===== config.mk =====
export PLATFORM = sky130hd
export DESIGN_NAME = csrind_perm_check
export DESIGN_NICKNAME = d
export VERILOG_FILES = /design/src/rtl/csrind_pkg.sv /design/src/rtl/csrind_addr_decode.sv /design/src/rtl/csrind_rule_eval.sv /design/src/rtl/csrind_out_stage.sv /design/src/rtl/csrind_perm_check.sv
export SDC_FILE = /design/constraint.sdc
export NUM_CORES = 1
export LEC_CHECK = 0
export BUFFER_PORTS_ARGS = -buffer_cell sky130_fd_sc_hd__buf_2
export CORE_AREA = 2 2 39 41
export DETAILED_ROUTE_END_ITERATION = 16
export DIE_AREA = 0 0 41 43
export GPL_TIMING_DRIVEN = 0
export HOLD_SLACK_MARGIN = 0.15
export PLACE_DENSITY_LB_ADDON = 0.15
export SLEW_MARGIN = 20
export SYNTH_ARGS = -nofsm -noshare
export SYNTH_HDL_FRONTEND = slang
export SYNTH_SLANG_ARGS = --single-unit

===== constraint.sdc =====
create_clock -name clk -period 2.9 [get_ports clk]
set_input_delay 0.29 -clock clk [delete_from_list [all_inputs] [get_ports clk]]
set_output_delay 0.29 -clock clk [all_outputs]
set_load 0.05 [all_outputs]

===== src/rtl/csrind_pkg.sv =====
package csrind_pkg;

  typedef enum logic [1:0] {
    PL_U    = 2'd0,
    PL_S    = 2'd1,
    PL_RSVD = 2'd2,
    PL_M    = 2'd3
  } priv_e;

  typedef enum logic [1:0] {
    CL_U  = 2'd0,
    CL_S  = 2'd1,
    CL_VS = 2'd2,
    CL_M  = 2'd3
  } cls_e;

  localparam int VD_W = 3;

  // one-hot verdict: bit0 allow, bit1 illegal, bit2 virtual
  typedef enum logic [VD_W-1:0] {
    VD_ALLOW = 3'b001,
    VD_ILL   = 3'b010,
    VD_VIRT  = 3'b100
  } verdict_e;

  typedef struct packed {
    logic       is_select;
    logic       below_m;
    logic       vs_class;
    logic [1:0] need_priv;
  } addr_info_t;

endpackage


===== src/rtl/csrind_addr_decode.sv =====
module csrind_addr_decode
  import csrind_pkg::*;
#(
  parameter int ADDR_W  = 12,
  parameter int CLS_LSB = 8,
  parameter int KEY_W   = ADDR_W - 2,
  parameter logic [KEY_W-1:0] SEL_KEY = 'h050
) (
  input  logic [ADDR_W-1:0] addr,
  output addr_info_t        info
);

  localparam int CLS_MSB = CLS_LSB + 1;

  logic [KEY_W-1:0] key;
  cls_e             cls;

  assign key = {addr[ADDR_W-1:CLS_MSB+1], addr[CLS_LSB-1:0]};
  assign cls = cls_e'(addr[CLS_MSB:CLS_LSB]);

  always_comb begin
    info.is_select = (key == SEL_KEY);
    info.below_m   = (cls != CL_M);
    info.vs_class  = (cls == CL_VS);
    info.need_priv = (cls == CL_VS) ? 2'(PL_S) : 2'(cls);
  end

endmodule


===== src/rtl/csrind_rule_eval.sv =====
module csrind_rule_eval
  import csrind_pkg::*;
(
  input  addr_info_t info,
  input  logic [1:0] priv,
  input  logic       virt,
  input  logic       stateen_present,
  input  logic       m_ind_en,
  input  logic       h_ind_en,
  input  logic       tgt_present,
  output verdict_e   verdict
);

  logic below_m_priv;
  logic v_eff;
  logic gate_m_fail;
  logic gate_h_fail;
  logic vs_direct;
  logic vu_access;
  logic tgt_missing;
  logic priv_short;

  always_comb begin
    below_m_priv = (priv != 2'(PL_M));
    v_eff        = virt && below_m_priv;
    gate_m_fail  = info.below_m && stateen_present && below_m_priv && !m_ind_en;
    gate_h_fail  = info.below_m && stateen_present && v_eff && !h_ind_en;
    vs_direct    = info.below_m && v_eff && info.vs_class;
    vu_access    = info.below_m && v_eff && (priv == 2'(PL_U));
    tgt_missing  = !info.is_select && !tgt_present;
    priv_short   = (priv < info.need_priv);
  end

  // first failing rule decides
  always_comb begin
    if (priv == 2'(PL_RSVD))      verdict = VD_ILL;
    else if (gate_m_fail)          verdict = VD_ILL;
    else if (gate_h_fail)          verdict = VD_VIRT;
    else if (vs_direct)            verdict = VD_VIRT;
    else if (vu_access)            verdict = VD_VIRT;
    else if (tgt_missing)          verdict = VD_ILL;
    else if (priv_short)           verdict = VD_ILL;
    else                           verdict = VD_ALLOW;
  end

endmodule


===== src/rtl/csrind_out_stage.sv =====
module csrind_out_stage #(
  parameter int W = 3
) (
  input  logic         clk,
  input  logic         rst,
  input  logic         valid,
  input  logic [W-1:0] d,
  output logic [W-1:0] q
);

  for (genvar k = 0; k < W; k++) begin : g_bit
    always_ff @(posedge clk) begin
      if (rst) q[k] <= 1'b0;
      else     q[k] <= valid & d[k];
    end
  end

endmodule


===== src/rtl/csrind_perm_check.sv =====
module csrind_perm_check
  import csrind_pkg::*;
#(
  parameter int ADDR_W  = 12,
  parameter int CLS_LSB = 8
) (
  input  logic              clk,
  input  logic              rst,
  input  logic              req_valid,
  input  logic [ADDR_W-1:0] csr_addr,
  input  logic [1:0]        priv,
  input  logic              virt,
  input  logic              stateen_present,
  input  logic              m_ind_en,
  input  logic              h_ind_en,
  input  logic              tgt_present,
  output logic              allow,
  output logic              trap_illegal,
  output logic              trap_virtual
);

  addr_info_t     info;
  verdict_e       verdict;
  logic [VD_W-1:0] vq;

  csrind_addr_decode #(
    .ADDR_W (ADDR_W),
    .CLS_LSB(CLS_LSB)
  ) u_dec (
    .addr(csr_addr),
    .info(info)
  );

  csrind_rule_eval u_eval (
    .info           (info),
    .priv           (priv),
    .virt           (virt),
    .stateen_present(stateen_present),
    .m_ind_en       (m_ind_en),
    .h_ind_en       (h_ind_en),
    .tgt_present    (tgt_present),
    .verdict        (verdict)
  );

  csrind_out_stage #(.W(VD_W)) u_out (
    .clk  (clk),
    .rst  (rst),
    .valid(req_valid),
    .d    (verdict),
    .q    (vq)
  );

  assign allow        = vq[0];
  assign trap_illegal = vq[1];
  assign trap_virtual = vq[2];

endmodule


==> metrics.yaml <==
synth:
  synth_area_per_cell_um2: 8.851
  synth_top_area_share_pct: 25.13
  synth_cells: 27
  yosys-top-cells-area: "dfxtp_1 (25%), inv_1 (7.9%), a41oi_2 (6.8%), a2111oi_2 (6.3%), ha_1 (5.2%)"
  synth_seq_cells: 3
  yosysTopAreaCell: "dfxtp_1"
  syn_nets: 50
  synth_area_um2: 239.0
  synth.distinct_cells: 20
  synth_warnings: 0
  seq_area_frac_synth_pct: 25.13
sta:
  max_freq_mhz: 833.6
  setup_ws_ns: 1.700
  tightest_slew_ns: 0.2663
  fin_setup_tns_ns: 0
  finalSetupViolations: 0
  finalHoldViolations: 0
  rsz0062_at_grt: "no"
  slew_viol_final: 0
  min_period_over_period_pct: 41.36
  min_period_ns: 1.200
  max_slew_margin_pct: 82.17
  fin_hold_ws_ns: 0.2463
pwr:
  irDropWorstVdd_uv: 66.74
  powerDensity_nw_per_um2: 387.0
  p_total_uw: 156.9
  power_leakage_nw: 0.2056
route:
  firstDrtPassIters: 1
  vias_per_cell: 4.282
  drc: 0
  wl_um: 580
  routedWlPerCell_um: 8.169
  vias: 304
  drtIter0Drc: 0
  ant_nets: 0
place:
  placed_area_um2: 379.1
  hpwl_um: 540.7
  gp_congestion: 0.6510
  pre_cts_ws_ns: 1.456
  numPortBuffers: 24
worst_hold_path:
  hold_depth: 2
  hold_path_class: "in2reg"
cts:
  numCtsBuffers: 3
  post_cts_buffers: 0
  cts_resized: 0
  clkSinkCount: 3
  cts-hold-fix-buffers: 0
  clkSlewWorstSetupHoldPaths_ns: 0.03
  tritoncts: "yes"
  cts_buffer_depth: 2
  htreeDepth: 1
  ctsRootBufferMaster: "clkbuf_4"
floorplanning:
  die_y_um: 43
  row_count: 14
  initial_utilization_pct: 17.27
  die_x_um: 41
  io_pins: 25
  die_area_um2: 1763
  core_um2: 1384
global_route:
  grt_start_max_net_pins: 6
  grt_pass1_vias: 299
  grt_use_total_pct: 9.009
  grt_pass1_wl_um: 1035
  grt-ovfl-total: 0
  antenna_found_initial: 0
layout:
  top_register: "u_out.q"
  fin_nets: 79
  nFillCells: 146
  seq_area_um2: 60.06
  diodes: 0
  final_area_um2: 405.4
  area_growth_pct: 69.63
  largest_register_ffs: 3
  reg_top3: "u_out.q x3"
  most-common-layout-cells: "buf_2 (24), inv_1 (5), clkbuf_4 (3), dfxtp_1 (3), nor2_1 (2)"
  final_common_cell: "buf_2"
  multi_input_area_um2: 160.2
  drive_gt1_share_pct: 60.00
worst_setup_path:
  end_kind: "flop"
  startpoint_type: "primary input"
  crit_required_ns: 3.02
  path_max_fanout: 4
  arrival_ns: 1.32
  path_class: "in2reg"
job:
  maxCapViolCount: 0
outcome:
  status: "finished clean"
-- metal layers --
layer | share of wire [%] | up-vias | track usage (%)
li1 | - | 158 | -
met1 | 34 | 132 | 7.643
met2 | 57 | 14 | 14.69
met3 | 8.6 | 0 | 3.665
met4 | 0 | 0 | 8.000
met5 | 0 | - | 0
-- cell type report --
cell class,instances,share of cell area (%)
timing repair buffer,24,29.63
tap,16,4.938
inverter,5,4.630
sequential,3,14.81
clock buffer,4,6.481
multi-input combinational,19,39.51
-- Yosys cell counts, drive strengths merged --
cell type,n
a2111oi,1
a21oi,1
a31oi,1
a41oi,1
and4,1
dfxtp,3
ha,1
inv,5
nand2,2
nand3b,1
nand4,1
nor2,2
nor2b,1
nor3b,1
nor4,2
nor4bb,1
o21bai,1
o221ai,1
-- worst max-delay path, stage by stage --
cell	delay, ns
buf_2	0.10
nand2_2	0.08
ha_1	0.29
a21oi_2	0.17
nor3b_1	0.08
a2111oi_2	0.32
-- power by group --
part / internal [mW] / total (mW) / switching (mW)
combinational: 0.0201 / 0.0426 / 0.0225
clock: 0.0514 / 0.0709 / 0.0194
sequential: 0.0431 / 0.0434 / 0.000298
-- final timing paths --
path | start | endpoint | slack [ns]
max | csr_addr[9] | u_out.q[1]$_SDFF_PP0_ | 1.70
min | rst | u_out.q[1]$_SDFF_PP0_ | 0.25
-- per-stage QoR --
stage,instances,utilization [%]
final,71,29.29
after detailed placement,67,27.40
after global routing,71,29.29
after floorplan,27,-
after CTS,71,29.29
after global placement,67,27.40
-- logic make-up (layout without fill, tap and decap cells) --
group,after synthesis,count (layout),share of synthesized area (%)
buf+inv,5,33,7.854
flops,3,3,25.13
simple gates,12,12,35.61
fa+ha+maj,1,1,5.235
compound gates,6,6,26.18
No activity file was read; power rests on OpenSTA's default activity.
